--- config.mk ---
export PLATFORM = sky130hd
export DESIGN_NAME = issue_interlock
export DESIGN_NICKNAME = d
export VERILOG_FILES = /design/src/rtl/ilk_pkg.sv /design/src/rtl/ilk_track.sv /design/src/rtl/ilk_issue_ctrl.sv /design/src/rtl/issue_interlock.sv
export SDC_FILE = /design/constraint.sdc
export NUM_CORES = 1
export LEC_CHECK = 0
export CAP_MARGIN = 20
export CORE_AREA = 5 5 106 108
export CTS_CLUSTER_SIZE = 10
export DETAILED_ROUTE_END_ITERATION = 7
export DIE_AREA = 0 0 111 113
export DONT_BUFFER_PORTS = 1
export HOLD_SLACK_MARGIN = 0.08
export PLACE_DENSITY = 0.76
export SYNTH_ARGS = -nofsm -noshare
export SYNTH_HDL_FRONTEND = slang
export SYNTH_SLANG_ARGS = --single-unit
--- constraint.sdc ---
create_clock -name clk -period 4 [get_ports clk]
set_clock_uncertainty 0.05 [all_clocks]
set_input_delay 1.2 -clock clk [delete_from_list [all_inputs] [get_ports clk]]
set_output_delay 1.2 -clock clk [all_outputs]
set_load 0.02 [all_outputs]
--- src/rtl/ilk_pkg.sv ---
package ilk_pkg;

  typedef enum logic [1:0] {
    UNIT_INT = 2'd0,
    UNIT_ADD = 2'd1,
    UNIT_MUL = 2'd2,
    UNIT_DIV = 2'd3
  } unit_e;

  // Strobes from issue control to the occupancy tracker, one per path.
  typedef struct packed {
    logic toInt;
    logic toAdd;
    logic toMul;
    logic toDiv;
  } issue_stb_t;

  function automatic int maxOf(input int a, input int b);
    return (a > b) ? a : b;
  endfunction

endpackage

--- src/rtl/ilk_track.sv ---
module ilk_track
  import ilk_pkg::*;
#(
  parameter int REG_W   = 5,
  parameter int ADD_N   = 4,
  parameter int MUL_N   = 7,
  parameter int DIV_LAT = 24,
  localparam int TAG_W  = REG_W + 1,
  localparam int NSLOT  = 1 + ADD_N + MUL_N + 3,
  localparam int LMAX   = maxOf(maxOf(ADD_N, MUL_N), maxOf(DIV_LAT, 1)),
  localparam int RSV_W  = LMAX + 1,
  localparam int CNT_W  = $clog2(DIV_LAT + 1)
) (
  input  logic                   clk,
  input  logic                   rstN,
  input  issue_stb_t             stb,
  input  logic                   dstEn,
  input  logic [TAG_W-1:0]       dst,
  output logic [NSLOT-1:0]       occVld,
  output logic [NSLOT*TAG_W-1:0] occTag,
  output logic [RSV_W-1:0]       resv,
  output logic                   divBusy,
  output logic [3:0]             exitVec
);

  localparam int ADD_BASE = 1;
  localparam int MUL_BASE = ADD_BASE + ADD_N;
  localparam int DIV_SLOT = MUL_BASE + MUL_N;
  localparam int MEM_SLOT = DIV_SLOT + 1;
  localparam int WB_SLOT  = MEM_SLOT + 1;

  logic             exV;
  logic [TAG_W-1:0] exT;
  logic [ADD_N-1:0] addV;
  logic [TAG_W-1:0] addT [ADD_N];
  logic [MUL_N-1:0] mulV;
  logic [TAG_W-1:0] mulT [MUL_N];
  logic [CNT_W-1:0] divCnt;
  logic             divV;
  logic [TAG_W-1:0] divT;
  logic             memV, wbV;
  logic [TAG_W-1:0] memT, wbT, memNext;
  logic [RSV_W-1:0] resvNext;

  // Integer stage
  always_ff @(posedge clk or negedge rstN) begin
    if (!rstN) begin
      exV <= 1'b0;
      exT <= '0;
    end else begin
      exV <= stb.toInt & dstEn;
      exT <= dst;
    end
  end

  // Adder and multiplier stage chains
  for (genvar g = 0; g < ADD_N; g++) begin : gAdd
    always_ff @(posedge clk or negedge rstN) begin
      if (!rstN) begin
        addV[g] <= 1'b0;
        addT[g] <= '0;
      end else if (g == 0) begin
        addV[g] <= stb.toAdd & dstEn;
        addT[g] <= dst;
      end else begin
        addV[g] <= addV[(g == 0) ? 0 : g - 1];
        addT[g] <= addT[(g == 0) ? 0 : g - 1];
      end
    end
  end

  for (genvar g = 0; g < MUL_N; g++) begin : gMul
    always_ff @(posedge clk or negedge rstN) begin
      if (!rstN) begin
        mulV[g] <= 1'b0;
        mulT[g] <= '0;
      end else if (g == 0) begin
        mulV[g] <= stb.toMul & dstEn;
        mulT[g] <= dst;
      end else begin
        mulV[g] <= mulV[(g == 0) ? 0 : g - 1];
        mulT[g] <= mulT[(g == 0) ? 0 : g - 1];
      end
    end
  end

  // Divider: counter holds the cycles left in the unit, current one included
  always_ff @(posedge clk or negedge rstN) begin
    if (!rstN) begin
      divCnt <= '0;
      divV   <= 1'b0;
      divT   <= '0;
    end else if (stb.toDiv) begin
      divCnt <= CNT_W'(DIV_LAT);
      divV   <= dstEn;
      divT   <= dst;
    end else if (divCnt != '0) begin
      divCnt <= divCnt - 1'b1;
      if (divCnt == CNT_W'(1)) divV <= 1'b0;
    end
  end

  assign divBusy = (divCnt > CNT_W'(1));

  // Register-writing instructions leaving execution this cycle
  assign exitVec = {divV & (divCnt == CNT_W'(1)), mulV[MUL_N-1], addV[ADD_N-1], exV};

  always_comb begin
    memNext = '0;
    if (exitVec[0]) memNext = memNext | exT;
    if (exitVec[1]) memNext = memNext | addT[ADD_N-1];
    if (exitVec[2]) memNext = memNext | mulT[MUL_N-1];
    if (exitVec[3]) memNext = memNext | divT;
  end

  always_ff @(posedge clk or negedge rstN) begin
    if (!rstN) begin
      memV <= 1'b0;
      memT <= '0;
      wbV  <= 1'b0;
      wbT  <= '0;
    end else begin
      memV <= |exitVec;
      memT <= memNext;
      wbV  <= memV;
      wbT  <= memT;
    end
  end

  // Write-port claims: bit j means the port is taken j+2 cycles from now
  always_comb begin
    resvNext = resv >> 1;
    if (stb.toInt) resvNext[0]         = 1'b1;
    if (stb.toAdd) resvNext[ADD_N-1]   = 1'b1;
    if (stb.toMul) resvNext[MUL_N-1]   = 1'b1;
    if (stb.toDiv) resvNext[DIV_LAT-1] = 1'b1;
  end

  always_ff @(posedge clk or negedge rstN) begin
    if (!rstN) resv <= '0;
    else       resv <= resvNext;
  end

  // Flattened occupancy view
  assign occVld[0]             = exV;
  assign occTag[0 +: TAG_W]    = exT;
  for (genvar g = 0; g < ADD_N; g++) begin : gOccAdd
    assign occVld[ADD_BASE + g]                 = addV[g];
    assign occTag[(ADD_BASE + g)*TAG_W +: TAG_W] = addT[g];
  end
  for (genvar g = 0; g < MUL_N; g++) begin : gOccMul
    assign occVld[MUL_BASE + g]                 = mulV[g];
    assign occTag[(MUL_BASE + g)*TAG_W +: TAG_W] = mulT[g];
  end
  assign occVld[DIV_SLOT]                 = divV;
  assign occTag[DIV_SLOT*TAG_W +: TAG_W]  = divT;
  assign occVld[MEM_SLOT]                 = memV;
  assign occTag[MEM_SLOT*TAG_W +: TAG_W]  = memT;
  assign occVld[WB_SLOT]                  = wbV;
  assign occTag[WB_SLOT*TAG_W +: TAG_W]   = wbT;

endmodule

--- src/rtl/ilk_issue_ctrl.sv ---
module ilk_issue_ctrl
  import ilk_pkg::*;
#(
  parameter int REG_W   = 5,
  parameter int ADD_N   = 4,
  parameter int MUL_N   = 7,
  parameter int DIV_LAT = 24,
  localparam int TAG_W  = REG_W + 1,
  localparam int NSLOT  = 1 + ADD_N + MUL_N + 3,
  localparam int LMAX   = maxOf(maxOf(ADD_N, MUL_N), maxOf(DIV_LAT, 1)),
  localparam int RSV_W  = LMAX + 1
) (
  input  logic                   idValid,
  input  logic [1:0]             idUnit,
  input  logic                   idSrc1En,
  input  logic [TAG_W-1:0]       idSrc1,
  input  logic                   idSrc2En,
  input  logic [TAG_W-1:0]       idSrc2,
  input  logic                   idDstEn,
  input  logic [TAG_W-1:0]       idDst,
  input  logic [NSLOT-1:0]       occVld,
  input  logic [NSLOT*TAG_W-1:0] occTag,
  input  logic [RSV_W-1:0]       resv,
  input  logic                   divBusy,
  output logic                   stall,
  output issue_stb_t             stb
);

  // Slots that can finish after a later, shorter instruction
  localparam int WAW_LO = 1;
  localparam int WAW_HI = ADD_N + MUL_N + 1;

  unit_e            unit;
  logic             rawHit, wawHit, portHit, divHit, go;
  logic [TAG_W-1:0] slotTag;

  assign unit = unit_e'(idUnit);

  always_comb begin
    rawHit  = 1'b0;
    wawHit  = 1'b0;
    slotTag = '0;
    for (int i = 0; i < NSLOT; i++) begin
      slotTag = occTag[i*TAG_W +: TAG_W];
      if (occVld[i]) begin
        if (idSrc1En && (slotTag == idSrc1)) rawHit = 1'b1;
        if (idSrc2En && (slotTag == idSrc2)) rawHit = 1'b1;
        if (idDstEn && (i >= WAW_LO) && (i <= WAW_HI) && (slotTag == idDst)) wawHit = 1'b1;
      end
    end
  end

  always_comb begin
    unique case (unit)
      UNIT_INT: portHit = resv[1];
      UNIT_ADD: portHit = resv[ADD_N];
      UNIT_MUL: portHit = resv[MUL_N];
      UNIT_DIV: portHit = resv[DIV_LAT];
      default:  portHit = 1'b0;
    endcase
  end

  assign divHit = (unit == UNIT_DIV) & divBusy;
  assign stall  = idValid & (rawHit | wawHit | portHit | divHit);
  assign go     = idValid & ~stall;

  assign stb.toInt = go & (unit == UNIT_INT);
  assign stb.toAdd = go & (unit == UNIT_ADD);
  assign stb.toMul = go & (unit == UNIT_MUL);
  assign stb.toDiv = go & (unit == UNIT_DIV);

endmodule

--- src/rtl/issue_interlock.sv ---
module issue_interlock
  import ilk_pkg::*;
#(
  parameter int REG_W   = 5,
  parameter int ADD_N   = 4,
  parameter int MUL_N   = 7,
  parameter int DIV_LAT = 24,
  localparam int TAG_W  = REG_W + 1,
  localparam int NSLOT  = 1 + ADD_N + MUL_N + 3,
  localparam int LMAX   = maxOf(maxOf(ADD_N, MUL_N), maxOf(DIV_LAT, 1)),
  localparam int RSV_W  = LMAX + 1
) (
  input  logic             clk,
  input  logic             rstN,
  input  logic             idValid,
  input  logic [1:0]       idUnit,
  input  logic             idSrc1En,
  input  logic [TAG_W-1:0] idSrc1,
  input  logic             idSrc2En,
  input  logic [TAG_W-1:0] idSrc2,
  input  logic             idDstEn,
  input  logic [TAG_W-1:0] idDst,
  output logic             stall
);

  issue_stb_t             stb;
  logic [NSLOT-1:0]       occVld;
  logic [NSLOT*TAG_W-1:0] occTag;
  logic [RSV_W-1:0]       resv;
  logic                   divBusy;
  logic [3:0]             exitVec;

  ilk_issue_ctrl #(
    .REG_W(REG_W), .ADD_N(ADD_N), .MUL_N(MUL_N), .DIV_LAT(DIV_LAT)
  ) u_ctrl (
    .idValid (idValid),
    .idUnit  (idUnit),
    .idSrc1En(idSrc1En),
    .idSrc1  (idSrc1),
    .idSrc2En(idSrc2En),
    .idSrc2  (idSrc2),
    .idDstEn (idDstEn),
    .idDst   (idDst),
    .occVld  (occVld),
    .occTag  (occTag),
    .resv    (resv),
    .divBusy (divBusy),
    .stall   (stall),
    .stb     (stb)
  );

  ilk_track #(
    .REG_W(REG_W), .ADD_N(ADD_N), .MUL_N(MUL_N), .DIV_LAT(DIV_LAT)
  ) u_track (
    .clk    (clk),
    .rstN   (rstN),
    .stb    (stb),
    .dstEn  (idDstEn),
    .dst    (idDst),
    .occVld (occVld),
    .occTag (occTag),
    .resv   (resv),
    .divBusy(divBusy),
    .exitVec(exitVec)
  );

endmodule

# Word-level counts from Yosys, hierarchy flattened
# Cells that the tools add are included.
totals:
  ff_bits: 104
  input_bits: 26
  out_inout_bits: 1
  word_cells: 196
classes:
  addsub: 1
  magnitude_cmp: 1
  eq_ne: 32
  muxes: 83
  bitwise: 18
  reduce_logical: 34
ops:
  columns: ["op", "count"]
  rows:
  - ["$eq A6 B6 Y1", 28]
  - ["$mux W1", 76]
  - ["$logic_and A1 B1 Y1", 28]
  - ["$mux W6", 4]
  - ["$or A6 B6 Y6", 3]
  - ["$and A1 B1 Y1", 11]
  - ["$mux W5", 2]
  - ["$eq A5 B1 Y1 const B", 1]
  - ["$gt A5 B1 Y1 const B", 1]
  - ["$reduce_bool A5 Y1", 1]
  - ["$sub A5 B1 Y5 const B", 1]
  - ["$eq A2 B2 Y1 const B", 2]
  - ["$pmux W1 S4", 1]
  - ["$reduce_bool A2 Y1", 2]
  - ["$reduce_or A4 Y1", 1]
  - ["$or A1 B1 Y1", 3]
  - ["$eq A2 B1 Y1 const B", 1]
  - ["$logic_not A2 Y1", 1]
  - ["$reduce_and A2 Y1", 1]
  - ["$not A1 Y1", 1]

# Logic depth before layout (Yosys ltp)
# Gate-level depths: netlist of the first run.
depth:
  word_depth: 56
  depth_mapped: 9
  mapped_depth_nobuf: 8

# By module
# Synthesis of the first run repeated with hierarchy kept, for this count alone.
unflattened:
  hier_cells: 637
  hier_area_um2: 6656.4
by_module_without_submodules:
  columns: ["module", "n_inst", "cells_per_inst", "area_each_um2", "seq_area_each_um2"]
  rows:
  - ["ilk_track", 1, 232, 3455.8, 2602.5]
  - ["ilk_issue_ctrl", 1, 405, 3200.6, 0.0]

# Worst setup path after synthesis of the first run
# Ideal clock, no wire load.
synth_path:
  path_kind: "input to output"
  start: "input idSrc2[0]"
  end: "output stall"
  arrival_ns: 2.587
  t_required_ns: 2.750
  setup_slack_ns: 0.163
  path_stages: 7
  n_path_buf: 1
  path_cell_list: "buf_2 > xnor2_1 > nand4_1 > o22ai_1 > a2111oi_4 > nand3_1 > o31a_1"
synth_between:
  elab_chain_len: 50
  word_cells_on_any_way: 68
  classes_between: "eq/ne: 10; mux: 44; bitwise: 4; reduce/logical: 10"
synth_lines:
  columns: ["element", "line", "text"]
  rows:
  - ["from (decl)", "issue_interlock.sv:20", "input logic [TAG_W-1:0] idSrc2,"]
  - ["$eq A6 B6 Y1", "ilk_issue_ctrl.sv:47", "if (idSrc2En && (slotTag == idSrc2)) rawHit = 1'b1;"]
  - ["$logic_and A1 B1 Y1", "ilk_issue_ctrl.sv:47", null]
  - ["$mux W1", "ilk_issue_ctrl.sv:47", null]
  - ["$mux W1", "ilk_issue_ctrl.sv:45", "if (occVld[i]) begin"]
  - ["$mux W1", "ilk_issue_ctrl.sv:46", "if (idSrc1En && (slotTag == idSrc1)) rawHit = 1'b1;"]
  - ["$mux W1", "ilk_issue_ctrl.sv:47", null]
  - ["$mux W1", "ilk_issue_ctrl.sv:45", null]
  - ["$mux W1", "ilk_issue_ctrl.sv:46", null]
  - ["[... 32 more ...]", null, null]
  - ["$mux W1", "ilk_issue_ctrl.sv:46", null]
  - ["$mux W1", "ilk_issue_ctrl.sv:47", null]
  - ["$mux W1", "ilk_issue_ctrl.sv:45", null]
  - ["$mux W1", "ilk_issue_ctrl.sv:46", null]
  - ["$mux W1", "ilk_issue_ctrl.sv:47", null]
  - ["$mux W1 (*)", "ilk_issue_ctrl.sv:45", null]
  - ["$or A1 B1 Y1 (*) (3 in a row)", "ilk_issue_ctrl.sv:64", "assign stall = idValid & (rawHit | wawHit | portHit | divHit);"]
  - ["$and A1 B1 Y1 (*)", "ilk_issue_ctrl.sv:64", null]
  - ["to (decl)", "issue_interlock.sv:23", "output logic stall"]
# Every way passes the cells marked *; elsewhere a longest branch is shown, timed or not.

# Worst setup path in the final report of the first run
layout_path:
  start: "register u_track.divCnt[4]"
  end: "output stall"
layout_between:
  elab_chain_len: 4
layout_lines:
  columns: ["element", "line", "text"]
  rows:
  - ["from (decl)", "ilk_track.sv:38", "logic [CNT_W-1:0] divCnt;"]
  - ["from (signal assigned)", "ilk_track.sv:94", "divCnt <= CNT_W'(DIV_LAT);"]
  - ["from (signal assigned)", "ilk_track.sv:98", "divCnt <= divCnt - 1'b1;"]
  - ["$gt A5 B1 Y1", "ilk_track.sv:103", "assign divBusy = (divCnt > CNT_W'(1));"]
  - ["$and A1 B1 Y1", "ilk_issue_ctrl.sv:63", "assign divHit = (unit == UNIT_DIV) & divBusy;"]
  - ["$or A1 B1 Y1", "ilk_issue_ctrl.sv:64", null]
  - ["$and A1 B1 Y1", "ilk_issue_ctrl.sv:64", null]
# No other way between the ends.

==> results of run 1 <==
==> through the flow <==
step                      total power, mW   util  setup slack [ns]  hold WS (ns)
after global placement               1.71  0.517             0.199         0.283
after detailed placement             1.74  0.517             0.156         0.286
final                                2.42  0.539             0.159         0.311
after CTS                            2.43  0.539             0.141         0.313
after global routing                 2.55  0.539            0.0422         0.318
after floorplan                      1.66      -             0.163         0.281
==> cell type report <==
class	instances	area, µm²	share of cell area
Sequential cell	103	2580	0.472
Clock inverter	7	100	0.0183
Multi-Input combinational cell	302	2400	0.440
Timing Repair Buffer	7	52.6	0.00962
Inverter	9	33.8	0.00618
Clock buffer	9	124	0.0227
Tap cell	136	170	0.0311
==> cells in the final DEF (no fill, tap or decap), drive strengths merged, types with 2 or more instances in the layout <==
master	instances
a21o	2
a21oi	2
a222oi	6
a22oi	2
and3	3
buf	7
clkbuf	9
clkinv	4
dfrtp	103
ha	2
inv	11
mux2	6
nand2	2
nand2b	3
nand3	16
nand4	25
nor2	5
nor2b	2
nor3	5
nor4	20
nor4b	2
o2111ai	3
o21ai	12
o22ai	7
or3	2
xnor2	117
xor2	52
==> power by group through the flow <==
stage / Sequential [mW] / Combinational (mW) / Clock, mW
6_report: 1.31 / 0.407 / 0.703
5_1_grt: 1.33 / 0.456 / 0.763
4_1_cts: 1.31 / 0.409 / 0.709
3_5_place_dp: 1.33 / 0.406 / 0
3_3_place_gp: 1.32 / 0.387 / 0
2_1_floorplan: 1.27 / 0.389 / 0
==> routing by layer <==
layer | global-route usage | wire [µm]
met4 | 0.117 | 552
met2 | 0.340 | 5940
met3 | 0.0455 | 896
met5 | 0 | 0
met1 | 0.268 | 5290
==> cells by family after synthesis <==
family / after synthesis / synth area share
compound gates: 37 / 0.0536
xor+xnor: 169 / 0.288
fa+ha+maj: 2 / 0.00487
buf+inv: 33 / 0.0293
flops: 103 / 0.502
mux: 8 / 0.0195
simple gates: 86 / 0.102
==> worst max-delay path: cells and delay by family, from the launching register on <==
family	cells	cell delay (ns)
compound gates	3	0.83
simple gates	2	0.42
mux	1	0.52
flops	1	0.45
==> cells in the mapped netlist <==
cell         n
inv_1        9
mux2i_1      1
xnor2_1    117
a21o_1       2
mux2_1       4
nor4_1      20
nor4b_4      1
mux4_2       1
nand2b_1     3
nor2b_1      2
xor2_1      52
o21ai_0     11
ha_1         2
a21oi_1      2
nor2_1       5
and3_1       3
mux2_2       2
nor3_2       2
nand3_1     16
buf_2       18
a2111oi_4    1
a211o_1      1
nand4_1     25
nor3_1       3
buf_4        1
dfrtp_1    103
a22oi_1      2
or2_2        1
clkbuf_1     5
nand2_1      2
o22ai_1      7
o31a_1       1
or3_1        2
a222oi_1     6
o2111ai_1    3
o21ai_1      1
nor4b_1      1
==> how the worst max path moves through the flow <==
stage / start / to / slack (ns) / cells past startpoint
after floorplan: idSrc2[0] / stall / 0.16 / 7
after global placement: idDst[3] / stall / 0.20 / 7
after detailed placement: idUnit[0] / stall / 0.16 / 4
after CTS: u_track.divCnt[4]$_DFFE_PN0P_ / stall / 0.14 / 6
after global routing: u_track.divCnt[4]$_DFFE_PN0P_ / stall / 0.04 / 6
final: u_track.divCnt[4]$_DFFE_PN0P_ / stall / 0.16 / 6
==> flip-flops by register name, indices dropped and copies added (netlist names), 2 cells and up <==
| signal | count |
|---|---|
| u_track.divCnt | 5 |
| u_track.wbT | 6 |
| u_track.occVld | 9 |
| u_track.resv | 23 |
| u_track.memT | 6 |
| u_track.exitVec | 2 |
| u_track.exT | 6 |
| u_track.occTag | 36 |
| u_track.divT | 6 |
==> run_summary.xml, run 1 <==
<?xml version="1.0" encoding="UTF-8"?>
<metrics>
  <group name="timing">
    <metric name="max_slew.worst_pin.slew" unit="ns">0.464</metric>
    <metric name="final_hold_viol_count" unit="">0</metric>
    <metric name="slew_headroom" unit="">0.688</metric>
    <metric name="clock.fmax" unit="MHz">260</metric>
    <metric name="fin_crit_sh" unit="">0.960</metric>
    <metric name="final_slew_viol_count" unit="">0</metric>
    <metric name="setup_viol_count_final" unit="">0</metric>
    <metric name="rsz0062_at_grt" unit="">no</metric>
    <metric name="summed_negative_setup_slack_over_all_endpoints" unit="ns">0</metric>
    <metric name="period_needed" unit="ns">3.84</metric>
  </group>
  <group name="clock_tree">
    <metric name="cts_tree" unit="">built</metric>
    <metric name="cts.root.buffer_cell" unit="">clkbuf_8</metric>
    <metric name="worst_setup_hold_path_clk_slew" unit="ns">0.11</metric>
    <metric name="cts_inserted_buffers" unit="">9</metric>
    <metric name="post_cts.resized_instances" unit="">0</metric>
    <metric name="clock_sinks" unit="">103</metric>
    <metric name="postCtsHoldBufs" unit="">0</metric>
    <metric name="clock_path_buffers" unit="">2</metric>
    <metric name="post_cts.repair.setup_buffers" unit="">0</metric>
    <metric name="clock_insertion_delay_worst_skew" unit="ns">0.38</metric>
    <metric name="cts_htree_levels" unit="">3</metric>
  </group>
  <group name="worst_setup_path">
    <metric name="worst-setup-path-type" unit="">reg -&gt; out</metric>
    <metric name="timing.critical_path.slowest_cell_delay" unit="ns">0.52</metric>
    <metric name="worst-path-max-fanout" unit="">4</metric>
    <metric name="regToRegSetupSlack" unit="ns">1.22</metric>
    <metric name="timing.rr.start" unit="">u_track.divCnt[4]$_DFFE_PN0P_</metric>
    <metric name="critical_path.reg2reg.endpoint" unit="">u_track.exV$_DFF_PN0_</metric>
    <metric name="critical_path_required" unit="ns">2.75</metric>
    <metric name="slowest_stage" unit="">mux4_2</metric>
    <metric name="startpoint_type" unit="">register</metric>
    <metric name="path_cells" unit="">nor3_2 &gt; o21ai_1 &gt; mux4_2 &gt; a2111oi_4 &gt; nand3_1 &gt; o31a_1</metric>
    <metric name="worst_r2r_path_depth" unit="">8</metric>
    <metric name="timing.critical_path.to_type" unit="">output pin</metric>
    <metric name="timing.critical_path.arrival" unit="ns">2.59</metric>
  </group>
  <group name="grt">
    <metric name="grt.overflow.total" unit="">0</metric>
    <metric name="first_global_vias" unit="">3651</metric>
    <metric name="pin_count_of_the_biggest_net_entering_global_routing" unit="">104</metric>
    <metric name="antenna_found_initial" unit="">0</metric>
    <metric name="global_route_wire_length_before_repair" unit="mm">20.4</metric>
    <metric name="gr-usage-all-layers" unit="">0.211</metric>
  </group>
  <group name="logic_synthesis">
    <metric name="sequential_share_of_the_synthesized_area" unit="">0.502</metric>
    <metric name="synthDistinctLibCells" unit="">37</metric>
    <metric name="synth_top_area_cells" unit="">dfrtp_1 50%, xnor2_1 20%, xor2_1 8.9%, nand4_1 3.0%, nor4_1 2.4%</metric>
    <metric name="synthesis.yosys.warnings" unit="">0</metric>
    <metric name="synth_area_leader_cell" unit="">dfrtp_1</metric>
    <metric name="post_synth_inst_count" unit="">438</metric>
    <metric name="netlist.area_leader.share" unit="">0.502</metric>
    <metric name="synth-seq-cells" unit="">103</metric>
    <metric name="netlist_area" unit="µm²">5130</metric>
    <metric name="synth.net_count" unit="">466</metric>
    <metric name="avgSynthCellArea" unit="µm²">11.7</metric>
  </group>
  <group name="cells_and_area">
    <metric name="n_fill_cell" unit="">858</metric>
    <metric name="syn2layout_area_growth" unit="%">6.44</metric>
    <metric name="drive_gt1_frac" unit="">0.0709</metric>
    <metric name="insertedDiodeCount" unit="">0</metric>
    <metric name="number_of_nets_in_the_layout" unit="">460</metric>
    <metric name="final-instance-count-excl-fill" unit="">573</metric>
    <metric name="stdcell_area" unit="µm²">5460</metric>
  </group>
  <group name="floorplan">
    <metric name="die_width" unit="µm">111</metric>
    <metric name="initial_utilization" unit="">0.506</metric>
    <metric name="fp-row-count" unit="">37</metric>
    <metric name="floorplan.die.height" unit="µm">113</metric>
    <metric name="die_area" unit="µm²">12500</metric>
    <metric name="ioPinCount" unit="">27</metric>
    <metric name="core_area" unit="µm²">10100</metric>
  </group>
  <group name="hold_path">
    <metric name="worstHoldPathType" unit="">reg -&gt; reg</metric>
    <metric name="worstHoldEndpoint" unit="">u_track.resv[22]$_DFF_PN0_</metric>
    <metric name="holdPathStages" unit="">0</metric>
    <metric name="holdCritStartpoint" unit="">u_track.resv[23]$_DFF_PN0_</metric>
  </group>
  <group name="job">
    <metric name="drv_cap" unit="">0</metric>
  </group>
  <group name="detailed_routing">
    <metric name="remaining_drcs" unit="">0</metric>
    <metric name="totalWireLength" unit="mm">12.7</metric>
    <metric name="vias_per_cell" unit="">5.97</metric>
    <metric name="number_of_iterations_in_the_first_detailed_routing_pass" unit="">5</metric>
    <metric name="routed-via-count" unit="">3421</metric>
    <metric name="detailed_route_iter0_violations" unit="">301</metric>
    <metric name="antenna_violating_nets_post_route" unit="">0</metric>
    <metric name="avgRoutedWirePerCell" unit="µm">22.1</metric>
  </group>
  <group name="power">
    <metric name="cellLeakagePower" unit="nW">2.18</metric>
    <metric name="internal_power" unit="mW">1.70</metric>
    <metric name="power.share.clock" unit="">0.290</metric>
    <metric name="max-vdd-ir-drop" unit="V">0.000240</metric>
    <metric name="share_comb_of_total_power" unit="">0.168</metric>
    <metric name="power_switching" unit="mW">0.728</metric>
    <metric name="power.share.switching" unit="">0.300</metric>
    <metric name="pwr_density_cell" unit="nW/µm²">444</metric>
    <metric name="seq_power_share" unit="">0.542</metric>
  </group>
  <group name="place">
    <metric name="place_area" unit="µm²">5240</metric>
    <metric name="placed_cells_incl_taps" unit="">557</metric>
    <metric name="finalWeightedCongestion" unit="">0.978</metric>
    <metric name="io_buffers" unit="">0</metric>
    <metric name="hpwl" unit="mm">9.15</metric>
  </group>
  <group name="outcome">
    <metric name="outcome" unit="">complete, no violations</metric>
  </group>
</metrics>
Power figures use the tool's default switching activity.
==> run 2, diff against run 1 <==
--- a/config.mk
+++ b/config.mk
@@ -7,11 +7,13 @@
 export LEC_CHECK = 0
 export CAP_MARGIN = 20
 export CORE_AREA = 5 5 106 108
+export CTS_CLUSTER_DIAMETER = 100
 export CTS_CLUSTER_SIZE = 10
 export DETAILED_ROUTE_END_ITERATION = 7
 export DIE_AREA = 0 0 111 113
 export DONT_BUFFER_PORTS = 1
 export HOLD_SLACK_MARGIN = 0.08
+export MAX_ROUTING_LAYER = met4
 export PLACE_DENSITY = 0.76
 export SYNTH_ARGS = -nofsm -noshare
 export SYNTH_HDL_FRONTEND = slang
==> run 2 against run 1 <==
  * Global-route usage grew 0.69 points
  * Die area unchanged
  * Via count fell by 0.15%
  * Worst hold slack got worse by 0.0017 ns
  * Critical path type unchanged
  * Critical endpoint unchanged
  * Largest cell class unchanged
==> run_summary.xml, run 2 (same netlist as run 1, synthesis figures left out) <==
<?xml version="1.0" encoding="UTF-8"?>
<metrics>
  <group name="worst_setup_path">
    <metric name="critical_path_required" unit="ns">2.75</metric>
    <metric name="critical_path.reg2reg.endpoint" unit="">u_track.exV$_DFF_PN0_</metric>
    <metric name="timing.rr.start" unit="">u_track.divCnt[4]$_DFFE_PN0P_</metric>
    <metric name="cp_num_buf_inv" unit="">0</metric>
    <metric name="worst_r2r_path_depth" unit="">8</metric>
    <metric name="slowest_stage" unit="">mux4_2</metric>
    <metric name="timing.critical_path.slowest_cell_delay" unit="ns">0.51</metric>
    <metric name="timing.critical_path.max_delay_family" unit="">compound AO/OA/AOI/OAI gates</metric>
    <metric name="worst-setup-path-type" unit="">reg -&gt; out</metric>
    <metric name="startpoint_type" unit="">register</metric>
    <metric name="timing.critical_path.to_type" unit="">output pin</metric>
    <metric name="worst-path-max-fanout" unit="">4</metric>
    <metric name="timing.critical_path.to" unit="">stall</metric>
    <metric name="critical_path_depth" unit="">6</metric>
    <metric name="timing.critical_path.arrival" unit="ns">2.56</metric>
    <metric name="timing_startpoint_of_the_critical_path" unit="">u_track.divCnt[4]$_DFFE_PN0P_</metric>
    <metric name="regToRegSetupSlack" unit="ns">1.18</metric>
    <metric name="path_cells" unit="">nor3_2 &gt; o21ai_1 &gt; mux4_2 &gt; a2111oi_4 &gt; nand3_1 &gt; o31a_1</metric>
  </group>
  <group name="power">
    <metric name="power_switching" unit="mW">0.728</metric>
    <metric name="internal_power" unit="mW">1.70</metric>
    <metric name="cellLeakagePower" unit="nW">2.18</metric>
    <metric name="seq_power_share" unit="">0.540</metric>
    <metric name="pwr_density_cell" unit="nW/µm²">445</metric>
    <metric name="power.share.switching" unit="">0.300</metric>
    <metric name="max-vdd-ir-drop" unit="V">0.000210</metric>
    <metric name="share_comb_of_total_power" unit="">0.167</metric>
    <metric name="power.share.clock" unit="">0.292</metric>
  </group>
  <group name="cells_and_area">
    <metric name="layout_commonest_cell" unit="">xnor2_1</metric>
    <metric name="drive_gt1_frac" unit="">0.0688</metric>
    <metric name="most-common-layout-cells" unit="">117 x xnor2_1, 103 x dfrtp_1, 52 x xor2_1</metric>
    <metric name="sequential_cell_area" unit="µm²">2580</metric>
    <metric name="insertedDiodeCount" unit="">0</metric>
    <metric name="number_of_nets_in_the_layout" unit="">459</metric>
    <metric name="syn2layout_area_growth" unit="%">6.24</metric>
    <metric name="n_fill_cell" unit="">850</metric>
    <metric name="largest_register_ff_count" unit="">36</metric>
    <metric name="multi_input_combinational_cell_area" unit="µm²">2400</metric>
  </group>
  <group name="grt">
    <metric name="pin_count_of_the_biggest_net_entering_global_routing" unit="">104</metric>
    <metric name="global_route_wire_length_before_repair" unit="mm">20.2</metric>
    <metric name="first_global_vias" unit="">3493</metric>
    <metric name="antenna_found_initial" unit="">0</metric>
    <metric name="grt.overflow.total" unit="">0</metric>
    <metric name="gr-usage-all-layers" unit="">0.218</metric>
  </group>
  <group name="floorplan">
    <metric name="fp-row-count" unit="">37</metric>
    <metric name="floorplan.die.height" unit="µm">113</metric>
    <metric name="die_width" unit="µm">111</metric>
    <metric name="initial_utilization" unit="">0.506</metric>
    <metric name="ioPinCount" unit="">27</metric>
    <metric name="die_area" unit="µm²">12500</metric>
    <metric name="core_area" unit="µm²">10100</metric>
  </group>
  <group name="clock_tree">
    <metric name="cts_tree" unit="">built</metric>
    <metric name="cts.root.buffer_cell" unit="">clkbuf_8</metric>
    <metric name="cts_inserted_buffers" unit="">9</metric>
    <metric name="clock_path_buffers" unit="">2</metric>
    <metric name="post_cts.resized_instances" unit="">0</metric>
    <metric name="postCtsHoldBufs" unit="">0</metric>
    <metric name="clock_sinks" unit="">103</metric>
    <metric name="clock_insertion_delay_worst_skew" unit="ns">0.38</metric>
    <metric name="worst_setup_hold_path_clk_slew" unit="ns">0.11</metric>
    <metric name="post_cts.repair.setup_buffers" unit="">0</metric>
    <metric name="cts_htree_levels" unit="">3</metric>
  </group>
  <group name="detailed_routing">
    <metric name="vias_per_cell" unit="">5.97</metric>
    <metric name="number_of_iterations_in_the_first_detailed_routing_pass" unit="">6</metric>
    <metric name="remaining_drcs" unit="">0</metric>
    <metric name="routed-via-count" unit="">3416</metric>
    <metric name="avgRoutedWirePerCell" unit="µm">22.8</metric>
    <metric name="totalWireLength" unit="mm">13.1</metric>
    <metric name="detailed_route_iter0_violations" unit="">362</metric>
    <metric name="antenna_violating_nets_post_route" unit="">0</metric>
  </group>
  <group name="job">
    <metric name="drv_cap" unit="">0</metric>
  </group>
  <group name="place">
    <metric name="hpwl" unit="mm">9.25</metric>
    <metric name="dpl_worst_slack" unit="ns">0.188</metric>
    <metric name="io_buffers" unit="">0</metric>
    <metric name="finalWeightedCongestion" unit="">0.964</metric>
  </group>
  <group name="timing">
    <metric name="setup_viol_count_final" unit="">0</metric>
    <metric name="slew_headroom" unit="">0.705</metric>
    <metric name="clock.fmax" unit="MHz">262</metric>
    <metric name="layout_setup_ws" unit="ns">0.187</metric>
    <metric name="fin_crit_sh" unit="">0.953</metric>
    <metric name="rsz0062_at_grt" unit="">no</metric>
    <metric name="final_slew_viol_count" unit="">0</metric>
    <metric name="final_hold_viol_count" unit="">0</metric>
    <metric name="period_needed" unit="ns">3.81</metric>
    <metric name="summed_negative_setup_slack_over_all_endpoints" unit="ns">0</metric>
    <metric name="max_slew.worst_pin.slew" unit="ns">0.439</metric>
  </group>
  <group name="outcome">
    <metric name="outcome" unit="">complete, no violations</metric>
  </group>
  <group name="hold_path">
    <metric name="worstHoldPathType" unit="">reg -&gt; reg</metric>
  </group>
</metrics>
run 2: layer usage:
| layer | global-route usage | part of all wire | up-vias |
|---|---|---|---|
| met2 | 0.342 | 0.48 | 174 |
| met5 | - | 0 | - |
| li1 | - | - | 1489 |
| met1 | 0.278 | 0.40 | 1705 |
| met4 | 0.100 | 0.037 | 0 |
| met3 | 0.0396 | 0.087 | 48 |
run 2: worst register-to-register path, cell delays in order, from the launching register on:
cell and delay, ns:
dfrtp_1 0.44, nor3_2 0.26, o21ai_1 0.12, mux4_2 0.51, a2111oi_4 0.36, nand3_1 0.14
buf_4 0.16, nor4b_4 0.31, nor4b_1 0.34
run 2: worst min-delay path by stage:
stage,from,endpoint,slack [ns],cells past startpoint
floorplan,u_track.resv[11]$_DFF_PN0_,u_track.resv[10]$_DFF_PN0_,0.28,0
global placement,u_track.resv[8]$_DFF_PN0_,u_track.resv[7]$_DFF_PN0_,0.28,0
detailed placement,u_track.resv[8]$_DFF_PN0_,u_track.resv[7]$_DFF_PN0_,0.29,0
CTS,u_track.resv[9]$_DFF_PN0_,u_track.resv[8]$_DFF_PN0_,0.31,0
global route,u_track.resv[2]$_DFF_PN0_,u_track.resv[1]$_DFF_PN0_,0.32,0
finish,u_track.resv[23]$_DFF_PN0_,u_track.resv[22]$_DFF_PN0_,0.31,0
run 2: area by class of cell:
cell class              count  share of cell area
repair buffers              6             0.00826
clock inverters             7              0.0179
inverters                   9             0.00620
clock buffers               9              0.0227
flip-flops and latches    103               0.473
multi-input cells         302               0.441
well taps                 136              0.0312
run 2: power groups by stage:
stage / logic, mW / registers, mW / clock network (mW)
floorplan: 0.389 / 1.27 / 0
global placement: 0.387 / 1.32 / 0
detailed placement: 0.406 / 1.33 / 0
CTS: 0.409 / 1.31 / 0.724
global route: 0.456 / 1.33 / 0.761
finish: 0.406 / 1.31 / 0.710
run 2: through the flow:
step | cell area (µm²) | power (mW) | util | hold slack, ns | cells
CTS | 5450 | 2.44 | 0.538 | 0.307 | 572
floorplan | 5130 | 1.66 | - | 0.281 | 438
finish | 5450 | 2.43 | 0.538 | 0.309 | 572
detailed placement | 5230 | 1.73 | 0.516 | 0.286 | 556
global route | 5450 | 2.54 | 0.538 | 0.319 | 572
global placement | 5230 | 1.71 | 0.516 | 0.282 | 556
